`src/rtl/txq_pkg.sv`:
```
package txq_pkg;
  localparam int STAT_W  = 7;
  localparam int ST_FREE = 0;
  localparam int ST_IDLE = 1;
  localparam int ST_COMP = 2;
  localparam int ST_OVR  = 3;
  localparam int ST_UND  = 4;
  localparam int ST_COL  = 5;
  localparam int ST_RLE  = 6;
  // bits that software clears by writing one
  localparam logic [STAT_W-1:0] STICKY_MASK = 7'b1111100;
  typedef logic [STAT_W-1:0] txq_stat_t;
endpackage

```
`src/rtl/txq_frame_class.sv`:
```
module txq_frame_class #(
  parameter int LW        = 11,
  parameter int MAX_PAY   = 1514,
  parameter int CRC_BYTES = 4,
  parameter int MIN_FRAME = 64
) (
  input  logic [LW-1:0] len,
  input  logic          nocrc,
  output logic          append_crc,
  output logic          oversize,
  output logic          short_frm
);
  localparam int MAX_RAW = MAX_PAY + CRC_BYTES;
  int len_i;

  always_comb begin
    len_i      = int'(len);
    append_crc = ~nocrc;
    oversize   = nocrc ? (len_i > MAX_RAW) : (len_i > MAX_PAY);
    short_frm  = nocrc & (len_i < MIN_FRAME);
  end
endmodule

```
`src/rtl/txq_slots.sv`:
```
module txq_slots #(
  parameter int AW = 32,
  parameter int LW = 11
) (
  input  logic          clk,
  input  logic          rst_n,
  input  logic          addr_wr,
  input  logic [AW-1:0] addr_val,
  input  logic          ctl_wr,
  input  logic [LW-1:0] ctl_len,
  input  logic          ctl_nocrc,
  input  logic          fifo_ok,
  input  logic          eng_done,
  output logic          start,
  output logic          done_ok,
  output logic          load_ok,
  output logic          ovr_evt,
  output logic          q_full,
  output logic          q_v,
  output logic          act_run,
  output logic [AW-1:0] act_addr,
  output logic [LW-1:0] act_len,
  output logic          act_nocrc
);
  logic          act_v, act_v_n, run_n, q_v_n;
  logic [AW-1:0] stage_q, q_addr;
  logic [LW-1:0] q_len;
  logic          q_nocrc;
  logic          stage_en, act_ld, act_from_q, q_ld;
  logic          free;

  // handshake and acceptance decode
  always_comb begin
    free       = ~(act_v & q_v);
    q_full     = ~free;
    ovr_evt    = (addr_wr | ctl_wr) & ~free;
    stage_en   = addr_wr & free;
    load_ok    = ctl_wr & free & (ctl_len != '0);
    done_ok    = eng_done & act_run;
    start      = act_v & ~act_run & fifo_ok;
    act_from_q = done_ok & q_v;
    act_ld     = act_from_q | (load_ok & (done_ok | ~act_v));
    q_ld       = load_ok & act_v & ~done_ok;
  end

  // next state of slot occupancy
  always_comb begin
    act_v_n = act_v;
    run_n   = act_run;
    q_v_n   = q_v;
    if (act_ld) begin
      act_v_n = 1'b1;
      run_n   = 1'b0;
    end else if (done_ok) begin
      act_v_n = 1'b0;
      run_n   = 1'b0;
    end else if (start) begin
      run_n   = 1'b1;
    end
    if (q_ld)            q_v_n = 1'b1;
    else if (act_from_q) q_v_n = 1'b0;
  end

  always_ff @(posedge clk or negedge rst_n) begin
    if (!rst_n) begin
      act_v   <= 1'b0;
      act_run <= 1'b0;
      q_v     <= 1'b0;
    end else begin
      act_v   <= act_v_n;
      act_run <= run_n;
      q_v     <= q_v_n;
    end
  end

  always_ff @(posedge clk or negedge rst_n) begin
    if (!rst_n) begin
      stage_q <= '0;
    end else if (stage_en) begin
      stage_q <= addr_val;
    end
  end

  always_ff @(posedge clk or negedge rst_n) begin
    if (!rst_n) begin
      act_addr  <= '0;
      act_len   <= '0;
      act_nocrc <= 1'b0;
    end else if (act_ld) begin
      if (act_from_q) begin
        act_addr  <= q_addr;
        act_len   <= q_len;
        act_nocrc <= q_nocrc;
      end else begin
        act_addr  <= stage_q;
        act_len   <= ctl_len;
        act_nocrc <= ctl_nocrc;
      end
    end
  end

  always_ff @(posedge clk or negedge rst_n) begin
    if (!rst_n) begin
      q_addr  <= '0;
      q_len   <= '0;
      q_nocrc <= 1'b0;
    end else if (q_ld) begin
      q_addr  <= stage_q;
      q_len   <= ctl_len;
      q_nocrc <= ctl_nocrc;
    end
  end

  assert_promote_R6: assert property (@(posedge clk) disable iff (!rst_n)
    (done_ok && q_v) |=> (act_v && !q_v && act_addr == $past(q_addr) && act_len == $past(q_len)));

  assert_one_start_R3: assert property (@(posedge clk) disable iff (!rst_n)
    start |=> !start);

  assert_len_held_R8: assert property (@(posedge clk) disable iff (!rst_n)
    (act_run && !eng_done) |=> ($stable(act_len) && $stable(act_nocrc)));

  assert_reject_keeps_R5: assert property (@(posedge clk) disable iff (!rst_n)
    ovr_evt |=> ($stable(q_addr) && $stable(q_len) && $stable(stage_q)));

  assert_stray_done_R13: assert property (@(posedge clk) disable iff (!rst_n)
    (eng_done && !act_v) |=> (!act_v && !q_v));
endmodule

```
`src/rtl/txq_status.sv`:
```
module txq_status
  import txq_pkg::*;
(
  input  logic      clk,
  input  logic      rst_n,
  input  logic      ovr_evt,
  input  logic      done_ok,
  input  logic      load_ok,
  input  logic      q_v,
  input  logic      act_run,
  input  logic      eng_col,
  input  logic      eng_rlim,
  input  logic      eng_under,
  input  logic      clr_wr,
  input  txq_stat_t clr_mask,
  output txq_stat_t sticky,
  output logic      idle,
  output logic      bad_crc
);
  txq_stat_t set_vec, clr_vec;
  logic      idle_n, bad_n;

  always_comb begin
    set_vec          = '0;
    set_vec[ST_COMP] = done_ok;
    set_vec[ST_OVR]  = ovr_evt;
    set_vec[ST_UND]  = eng_under & act_run;
    set_vec[ST_COL]  = eng_col;
    set_vec[ST_RLE]  = eng_rlim;
    clr_vec          = clr_wr ? clr_mask : '0;
  end

  for (genvar i = 0; i < STAT_W; i++) begin : g_flag
    if (STICKY_MASK[i]) begin : g_sticky
      logic flag_n;
      always_comb flag_n = set_vec[i] | (sticky[i] & ~clr_vec[i]);
      always_ff @(posedge clk or negedge rst_n) begin
        if (!rst_n) sticky[i] <= 1'b0;
        else        sticky[i] <= flag_n;
      end
    end else begin : g_none
      assign sticky[i] = 1'b0;
    end
  end

  always_comb begin
    idle_n = idle;
    if (load_ok)               idle_n = 1'b0;
    else if (done_ok && !q_v)  idle_n = 1'b1;
    bad_n = bad_crc;
    if (done_ok)                     bad_n = 1'b0;
    else if (eng_under && act_run)   bad_n = 1'b1;
  end

  always_ff @(posedge clk or negedge rst_n) begin
    if (!rst_n) begin
      idle    <= 1'b1;
      bad_crc <= 1'b0;
    end else begin
      idle    <= idle_n;
      bad_crc <= bad_n;
    end
  end

  assert_ovr_sets_R5: assert property (@(posedge clk) disable iff (!rst_n)
    ovr_evt |=> sticky[ST_OVR]);

  assert_idle_clr_R7: assert property (@(posedge clk) disable iff (!rst_n)
    load_ok |=> !idle);

  assert_badcrc_hold_R10: assert property (@(posedge clk) disable iff (!rst_n)
    (bad_crc && !done_ok) |=> bad_crc);

  assert_set_wins_R11: assert property (@(posedge clk) disable iff (!rst_n)
    eng_col |=> sticky[ST_COL]);
endmodule

```
`src/rtl/txframe_queue.sv`:
```
module txframe_queue
  import txq_pkg::*;
#(
  parameter int AW        = 32,
  parameter int LW        = 11,
  parameter int CTL_W     = 16,
  parameter int NOCRC_BIT = 15,
  parameter int FLW       = 4,
  parameter int MIN_WORDS = 2,
  parameter int MAX_PAY   = 1514,
  parameter int CRC_BYTES = 4,
  parameter int MIN_FRAME = 64
) (
  input  logic              clk,
  input  logic              rst_n,
  input  logic              addr_wr,
  input  logic [AW-1:0]     addr_val,
  input  logic              ctl_wr,
  input  logic [CTL_W-1:0]  ctl_val,
  input  logic              clr_wr,
  input  logic [STAT_W-1:0] clr_mask,
  input  logic [FLW-1:0]    fifo_lvl,
  input  logic              eng_done,
  input  logic              eng_col,
  input  logic              eng_rlim,
  input  logic              eng_under,
  output logic              eng_start,
  output logic [AW-1:0]     eng_addr,
  output logic [LW-1:0]     eng_len,
  output logic              eng_append_crc,
  output logic              eng_oversize,
  output logic              eng_short,
  output logic              eng_bad_crc,
  output logic [STAT_W-1:0] tx_status,
  output logic [LW-1:0]     rd_len,
  output logic              rd_nocrc
);
  logic          fifo_ok, done_ok, load_ok, ovr_evt, q_full, q_v, act_run;
  logic [AW-1:0] act_addr;
  logic [LW-1:0] act_len;
  logic          act_nocrc, idle;
  txq_stat_t     sticky;
  logic          ctl_unused;

  assign fifo_ok    = fifo_lvl >= FLW'(MIN_WORDS);
  assign ctl_unused = ^ctl_val[NOCRC_BIT-1:LW];

  txq_slots #(.AW(AW), .LW(LW)) u_slots (
    .clk       (clk),
    .rst_n     (rst_n),
    .addr_wr   (addr_wr),
    .addr_val  (addr_val),
    .ctl_wr    (ctl_wr),
    .ctl_len   (ctl_val[LW-1:0]),
    .ctl_nocrc (ctl_val[NOCRC_BIT]),
    .fifo_ok   (fifo_ok),
    .eng_done  (eng_done),
    .start     (eng_start),
    .done_ok   (done_ok),
    .load_ok   (load_ok),
    .ovr_evt   (ovr_evt),
    .q_full    (q_full),
    .q_v       (q_v),
    .act_run   (act_run),
    .act_addr  (act_addr),
    .act_len   (act_len),
    .act_nocrc (act_nocrc)
  );

  txq_frame_class #(
    .LW(LW), .MAX_PAY(MAX_PAY), .CRC_BYTES(CRC_BYTES), .MIN_FRAME(MIN_FRAME)
  ) u_class (
    .len        (act_len),
    .nocrc      (act_nocrc),
    .append_crc (eng_append_crc),
    .oversize   (eng_oversize),
    .short_frm  (eng_short)
  );

  txq_status u_status (
    .clk       (clk),
    .rst_n     (rst_n),
    .ovr_evt   (ovr_evt),
    .done_ok   (done_ok),
    .load_ok   (load_ok),
    .q_v       (q_v),
    .act_run   (act_run),
    .eng_col   (eng_col),
    .eng_rlim  (eng_rlim),
    .eng_under (eng_under),
    .clr_wr    (clr_wr),
    .clr_mask  (clr_mask),
    .sticky    (sticky),
    .idle      (idle),
    .bad_crc   (eng_bad_crc)
  );

  always_comb begin
    tx_status          = sticky;
    tx_status[ST_FREE] = ~q_full;
    tx_status[ST_IDLE] = idle;
    eng_addr           = act_addr;
    eng_len            = act_len;
    rd_len             = act_len;
    rd_nocrc           = act_nocrc;
  end

  assert_full_blocks_R4: assert property (@(posedge clk) disable iff (!rst_n)
    (q_full && !eng_done) |=> q_full);

  assert_start_gated_R3: assert property (@(posedge clk) disable iff (!rst_n)
    (fifo_lvl < FLW'(MIN_WORDS)) |-> !eng_start);
endmodule

```
`config.mk`:
```
export PLATFORM = sky130hd
export DESIGN_NAME = txframe_queue
export DESIGN_NICKNAME = d
export VERILOG_FILES = /design/src/rtl/txq_pkg.sv /design/src/rtl/txq_frame_class.sv /design/src/rtl/txq_slots.sv /design/src/rtl/txq_status.sv /design/src/rtl/txframe_queue.sv
export SDC_FILE = /design/constraint.sdc
export NUM_CORES = 1
export LEC_CHECK = 0
export ABC_CLOCK_PERIOD_IN_PS = 3050
export BUFFER_PORTS_ARGS = -buffer_cell sky130_fd_sc_hd__clkbuf_2
export CAP_MARGIN = 25
export CORE_ASPECT_RATIO = 1.1
export CORE_MARGIN = 2
export CORE_UTILIZATION = 57
export CTS_CLUSTER_SIZE = 28
export DETAILED_ROUTE_END_ITERATION = 8
export PLACE_DENSITY = 0.9
export SLEW_MARGIN = 20
export SYNTH_ARGS = -nofsm -noshare
export SYNTH_HDL_FRONTEND = slang
export SYNTH_SLANG_ARGS = --single-unit
```
`constraint.sdc`:
```
create_clock -name clk -period 3.05 [get_ports clk]
set_input_delay 0.4575 -clock clk [delete_from_list [all_inputs] [get_ports clk]]
set_output_delay 0.4575 -clock clk [all_outputs]
set_load 0.03 [all_outputs]
```
==> flow_metrics.env, run 1 <==
export IMPL_holdCritStartpoint="eng_col"
export IMPL_yosysWarningCount=0
export IMPL_place_area_mm2=0.00623
export IMPL_post_dp_hpwl_mm=7.56
export IMPL_core_area_mm2=0.00944
export IMPL_finalNetCount=604
export IMPL_rsz0062_at_grt="no"
export IMPL_fin_skew_ns=0.00940
export IMPL_clkSinkCount=130
export IMPL_synth_top_area_share_pct=57.9
export IMPL_p_leak_nw=3.31
export IMPL_setup_violations=0
export IMPL_syn_num_nets=492
export IMPL_die_y_um=108
export IMPL_setup_slack_ns=0.766
export IMPL_peakVddDrop_uv=592
export IMPL_tns_ns=0
export IMPL_wire_per_inst_um=17.6
export IMPL_min_path_cells=2
export IMPL_register_area_mm2=0.00325
export IMPL_critPathKind="flop to output port"
export IMPL_ys_flop_type="dfrtp_1"
export IMPL_synthTopCellsByArea="dfrtp_1 58%, mux2_1 11%, mux2i_1 7.2%, mux2_2 6.7%, a31oi_1 4.0%"
export IMPL_synth_cell_types=31
export IMPL_finalCritPeriodShare_pct=74.9
export IMPL_clk_pin_slew_ns=0.06
export IMPL_startpoint_type="flop"
export IMPL_yosysMostFrequentCell="dfrtp_1"
export IMPL_rows=37
export IMPL_max_stage_delay_ns=0.53
export IMPL_slew_headroom_pct=39.8
export IMPL_syn_area_per_cell_um2=13.2
export IMPL_crit_slowest_cell="or4_1"
export IMPL_place_congestion=0.786
export IMPL_drc=0
export IMPL_yosysTopAreaCell="dfrtp_1"
export IMPL_overflow=0
export IMPL_drv_slew=0
export IMPL_fill_cells=642
export IMPL_initial_utilization_pct=59.1
export IMPL_dp_slack_ns=0.697
export IMPL_worst_slew_pin_slew_ns=0.903
export IMPL_dp_cells=633
export IMPL_rrSetupSlack_ns=0.84
export IMPL_grt_pass1_vias=3971
export IMPL_root_buffer="clkbuf_8"
export IMPL_ios=135
export IMPL_worstPathRequired_ns=2.59
export IMPL_crit_path_end_kind="output port"
export IMPL_async_flop_share_pct=100
export IMPL_postLayoutCellArea_mm2=0.00680
export IMPL_rr_worst_depth=4
export IMPL_grt_max_degree=74
export IMPL_rr_endpoint="u_slots.q_addr[7]"
export IMPL_viasPerCell=5.85
export IMPL_path_max_fanout=5
export IMPL_synth_cells=424
export IMPL_dr_pass1_iters=4
export IMPL_synth_area_mm2=0.00558
export IMPL_r2r_start="u_slots.act_run"
export IMPL_cts_tree="done"
export IMPL_power_density_mw_per_mm2=1220
export IMPL_period_minus_slack_ns=2.28
export IMPL_numCtsBuffers=17
export IMPL_ys_ff_latch=130
export IMPL_wl_mm=11.7
export IMPL_final_cell_count_no_fill=663
export IMPL_dieArea_mm2=0.0106
export IMPL_fmax_mhz=438
export IMPL_layout_drive_gt1_share_pct=36.8
export IMPL_numPortBuffers=127
export IMPL_htree_levels=4
export IMPL_drt_iter0_markers=191
export IMPL_status="finished clean"
export IMPL_crit_buf_inv=1
export IMPL_synth_enable_flop_cells=0
export IMPL_synth_commonest_cells="129 x dfrtp_1, 55 x mux2_1, 43 x a21oi_1"
export IMPL_hp_class="primary input to flop"
export IMPL_critical_path_top_delay_family="simple AND/OR/NAND/NOR gates"
export IMPL_path_cells="or4_1, nor3_1, clkbuf_2"
export IMPL_diodes=0
export IMPL_cts_buffer_depth=2
export IMPL_holdPathEnd="u_status.sticky[5]"
export IMPL_vias=3880
export IMPL_post_cts_resized=0
export IMPL_area_growth_pct=21.9
export IMPL_antenna_left=0
export IMPL_grtUsageTotal_pct=23.5
export IMPL_clk_latency_ns=0.51
export IMPL_multi_input_area_mm2=0.00210
export IMPL_final_hold_viol_count=0
export IMPL_antenna_found_initial=0
export IMPL_yosysSeqAreaShare_pct=58.3
export IMPL_cap_violations=0
export IMPL_post_route_util_pct=72.0
export IMPL_cp_arrival_ns=1.83
export IMPL_grt_first_pass_wirelength_mm=19.5
export IMPL_die_w_um=98.3
## cell usage in the layout, fill, tap and decap left out, drive strengths merged, types with 3 or more instances in the layout
| cell type | instances |
|---|---|
| a21oi | 43 |
| nand3 | 5 |
| a31oi | 36 |
| nor3 | 3 |
| mux2 | 88 |
| dfrtp | 129 |
| clkinv | 4 |
| clkbuf | 149 |
| inv | 3 |
| nand2 | 13 |
| mux2i | 40 |
| buf | 9 |
## report_power, final
group          switching, mW  internal, mW
clock                  0.669          1.23
combinational           1.94          1.25
sequential             0.586          2.61
## registers in the layout (all words and copies together), names as in the netlist
register and flops:
u_slots.q_nocrc 1, u_slots.act_addr 32, u_slots.act_run 1, u_slots.q_addr 32, u_status.bad_crc 1, u_slots.act_v 1, u_status.sticky 5, u_slots.act_nocrc 1
u_slots.stage_q 32, u_slots.q_v 1, u_slots.act_len 11, u_status.idle 1, u_slots.q_len 11
## how the worst max path moves through the flow
| stage | start | end | slack [ns] | cells after the start |
|---|---|---|---|---|
| floorplan | u_slots.act_len[9] | eng_short | 0.89 | 2 |
| global placement | ctl_val[1] | u_slots.q_len[7] | 0.71 | 6 |
| detailed placement | ctl_val[1] | u_slots.q_len[9] | 0.70 | 6 |
| CTS | u_slots.act_len[9] | eng_short | 0.74 | 3 |
| global route | u_slots.act_len[9] | eng_short | 0.68 | 3 |
| finish | u_slots.act_len[9] | eng_short | 0.77 | 3 |
## area by class of cell
cell class	count	area share (%)
Clock buffer	23	7.01
Clock inverter	6	1.18
Inverter	3	0.166
Multi-Input combinational cell	248	30.8
Sequential cell	130	47.9
Tap cell	117	2.15
Timing Repair Buffer	136	10.8
## routing by layer
| layer | GRT usage [%] | routed length, µm | vias up | share of wire, % |
|---|---|---|---|---|
| met4 | 6.07 | 73 | 0 | 0.63 |
| met2 | 40.3 | 6000 | 137 | 51 |
| li1 | - | - | 1772 | - |
| met3 | 7.73 | 677 | 6 | 5.8 |
| met1 | 28.8 | 4900 | 1965 | 42 |
| met5 | 0 | 0 | - | 0 |
## timing repair
| action | in CTS | in global routing |
|---|---|---|
| hold buffers | 1 | 0 |
| hold endpoints to repair | 29 | 0 |
| buffers inserted | 0 | 0 |
## cells by family after synthesis
family | Yosys count | synth area share (%)
AND/OR/NAND/NOR | 32 | 2.96
flip-flops | 130 | 58.3
AO/OA/AOI/OAI | 88 | 9.08
multiplexers | 128 | 24.9
buffers and inverters | 46 | 4.69
## through the flow
stage / hold WS [ns] / power [mW]
after floorplan: 0.162 / 5.56
after global placement: 0.456 / 6.21
after detailed placement: 0.474 / 6.41
after CTS: 0.101 / 8.34
after global routing: 0.108 / 8.77
final: 0.126 / 8.28
Power figures use the tool's default switching activity.
==> run 2, diff against run 1 <==
ABC_AREA = 1   (was unset)
ABC_CLOCK_PERIOD_IN_PS = 1900   (was 3050)
CORE_UTILIZATION = 48   (was 57)
PLACE_DENSITY = 0.82   (was 0.9)
clock period = 1.9 ns   (was 3.05 ns; I/O delays follow)
==> run 2 against run 1 <==
Against the previous run:
- non-clock buffer count increased by 4
- cell count rose by 41%
- worst hold slack lost 0.079 ns
- clock power increased by 68%
- routed wire length rose by 5.3%
- synthesized cell count increased by 56%
- die area rose by 20%
- sequential power grew 52%
- combinational power rose by 71%
- core utilization decreased by 12 points
- critical endpoint is now eng_oversize
- largest cell class unchanged
==> flow_metrics.env, run 2 <==
export IMPL_path_max_fanout=6
export IMPL_worst_slew_pin_slew_ns=0.533
export IMPL_rr_worst_depth=6
export IMPL_grt_first_pass_wirelength_mm=20.9
export IMPL_htree_levels=4
export IMPL_die_w_um=107
export IMPL_synth_fa_ha_area_share_pct=0
export IMPL_setup_slack_ns=0.158
export IMPL_setup_violations=0
export IMPL_dieArea_mm2=0.0127
export IMPL_grt_pass1_vias=4486
export IMPL_area_growth_pct=22.9
export IMPL_syn_area_per_cell_um2=8.55
export IMPL_slew_headroom_pct=64.4
export IMPL_worstSetupStartpoint="u_slots.act_nocrc"
export IMPL_synth_cell_types=25
export IMPL_synth_commonest_cells="199 x nand2_1, 129 x dfrtp_1, 77 x o21ai_0"
export IMPL_status="finished clean"
export IMPL_cts_tree="done"
export IMPL_rsz0062_at_grt="no"
export IMPL_tns_ns=0
export IMPL_synth_compound_area_share_pct=11.5
export IMPL_diodes=0
export IMPL_fmax_mhz=574
export IMPL_grt_max_degree=66
export IMPL_grtUsageTotal_pct=20.8
export IMPL_clk_pin_slew_ns=0.06
export IMPL_layout_commonest_cell="nand2_1"
export IMPL_viasPerCell=4.95
export IMPL_synth_top_family_by_area="simple AND/OR/NAND/NOR gates"
export IMPL_post_dp_hpwl_mm=8.00
export IMPL_vias=4618
export IMPL_numCtsBuffers=17
export IMPL_yosysSeqAreaShare_pct=57.6
export IMPL_ios=135
export IMPL_top_regs="u_slots.act_addr: 32 flops, u_slots.q_addr: 32 flops, u_slots.stage_q: 32 flops"
export IMPL_synth_cells=661
export IMPL_rows=41
export IMPL_async_flop_share_pct=100
export IMPL_cts_setup_buffers=0
export IMPL_hp_class="primary input to flop"
export IMPL_finalNetCount=839
export IMPL_ys_ff_latch=130
export IMPL_die_y_um=118
export IMPL_yosysMostFrequentCell="nand2_1"
export IMPL_synthMuxAreaShare_pct=0
export IMPL_worstPathRequired_ns=1.62
export IMPL_ys_flop_type="dfrtp_1"
export IMPL_wire_per_inst_um=13.2
export IMPL_post_route_util_pct=60.5
export IMPL_synth_enable_flop_cells=0
export IMPL_synth_top_area_share_pct=57.1
export IMPL_place_congestion=0.738
export IMPL_core_area_mm2=0.0115
export IMPL_path_cells="o21ai_1, nand3_1, nand2_1, a21oi_1, nor2_1, buf_4"
export IMPL_critPathKind="flop to output port"
export IMPL_dp_slack_ns=0.0767
export IMPL_synth_simple_area_share_pct=22.2
export IMPL_final_hold_viol_count=0
export IMPL_yosysTopAreaCell="dfrtp_1"
export IMPL_initial_utilization_pct=49.2
export IMPL_cap_violations=0
export IMPL_p_total_mw=13.5
export IMPL_layout_drive_gt1_share_pct=22.5
export IMPL_clkSinkCount=130
export IMPL_period_minus_slack_ns=1.74
export IMPL_clk_latency_ns=0.41
export IMPL_syn_num_nets=729
export IMPL_r2r_start="u_slots.act_v"
export IMPL_wl_mm=12.3
export IMPL_drt_iter0_markers=272
export IMPL_min_path_cells=2
export IMPL_peakVddDrop_uv=1160
export IMPL_final_cell_mix="198 x nand2_1, 128 x dfrtp_1, 125 x clkbuf_2"
export IMPL_drv_slew=0
export IMPL_antenna_found_initial=0
export IMPL_root_buffer="clkbuf_16"
export IMPL_antenna_left=0
export IMPL_p_leak_nw=3.65
export IMPL_synth_xor_area_share_pct=0
export IMPL_finalCritPeriodShare_pct=91.7
export IMPL_startpoint_type="flop"
export IMPL_power_density_mw_per_mm2=1940
export IMPL_synthTopCellsByArea="dfrtp_1 57%, nand2_1 13%, o21ai_0 6.8%, nand3_1 4.2%, inv_1 3.5%"
export IMPL_synth_area_mm2=0.00565
export IMPL_holdCritStartpoint="eng_col"
export IMPL_yosysWarningCount=0
export IMPL_overflow=0
export IMPL_crit_path_end_kind="output port"
export IMPL_drc=0
export IMPL_cts_buffer_depth=2
export IMPL_max_stage_delay_ns=0.44
export IMPL_dr_pass1_iters=5
export IMPL_fin_skew_ns=0.0146
export IMPL_cp_arrival_ns=1.46
export IMPL_numPortBuffers=127
export IMPL_crit_slowest_cell="dfrtp_2"
[run 2: per-layer routing]
layer | GRT usage (%) | share of wire [%] | wire [µm] | vias up
met5 | 0 | 0 | 0 | -
met4 | 5.69 | 1.1 | 129 | 0
met2 | 34.0 | 48 | 5940 | 129
met3 | 5.54 | 5.1 | 629 | 12
met1 | 27.5 | 45 | 5570 | 2168
li1 | - | - | - | 2309
[run 2: layout make-up]
| type | count | area [µm²] |
|---|---|---|
| well taps | 150 | 188 |
| inverters | 53 | 199 |
| clock inverters | 4 | 72.6 |
| flip-flops and latches | 130 | 3260 |
| fillers | 1017 | 4540 |
| multi-input cells | 429 | 1910 |
| clock buffers | 26 | 509 |
| repair buffers | 140 | 816 |
[run 2: metrics by stage]
| stage | std cells | area [µm²] | hold slack, ns |
|---|---|---|---|
| final | 932 | 6950 | 0.0461 |
| after global routing | 932 | 6950 | 0.0460 |
| after CTS | 932 | 6940 | 0.0380 |
| after detailed placement | 901 | 6350 | 0.231 |
| after global placement | 901 | 6350 | 0.227 |
| after floorplan | 661 | 5650 | -0.0106 |
[run 2: critical path: cells and delay by family (launching register included)]
kind	cells	cell delay, ns
AND/OR/NAND/NOR	3	0.25
AO/OA/AOI/OAI	2	0.20
flip-flops	1	0.44
buffers and inverters	1	0.17
[run 2: timing repair]
item	CTS	global route
hold endpoints to repair	22	0
resized for setup	0	5
endpoints found under the setup margin	0	1
hold buffers	1	0
[run 2: path summary, 6_finish.rpt]
check	end	slack, ns
setup / recovery	eng_oversize	0.16
hold / removal	u_status.sticky[5]	0.05
setup reg to reg	u_slots.act_addr[13]	0.16
hold reg to reg	u_status.sticky[6]	0.48
max in group asynchronous	u_slots.act_addr[23]	0.95
min in group asynchronous	u_slots.q_len[5]	0.33
[run 2: cell families (layout without fill, tap and decap cells)]
| kind of cell | Yosys count | after routing |
|---|---|---|
| compound gates | 129 | 129 |
| simple gates | 300 | 300 |
| buf+inv | 102 | 223 |
| flops | 130 | 130 |
[run 2: power breakdown]
part	internal, mW	total [mW]	leakage [nW]	switching (mW)
Combinational	1.67	5.44	1.83	3.77
Clock	2.09	3.20	0.282	1.11
Sequential	4.15	4.86	1.54	0.718
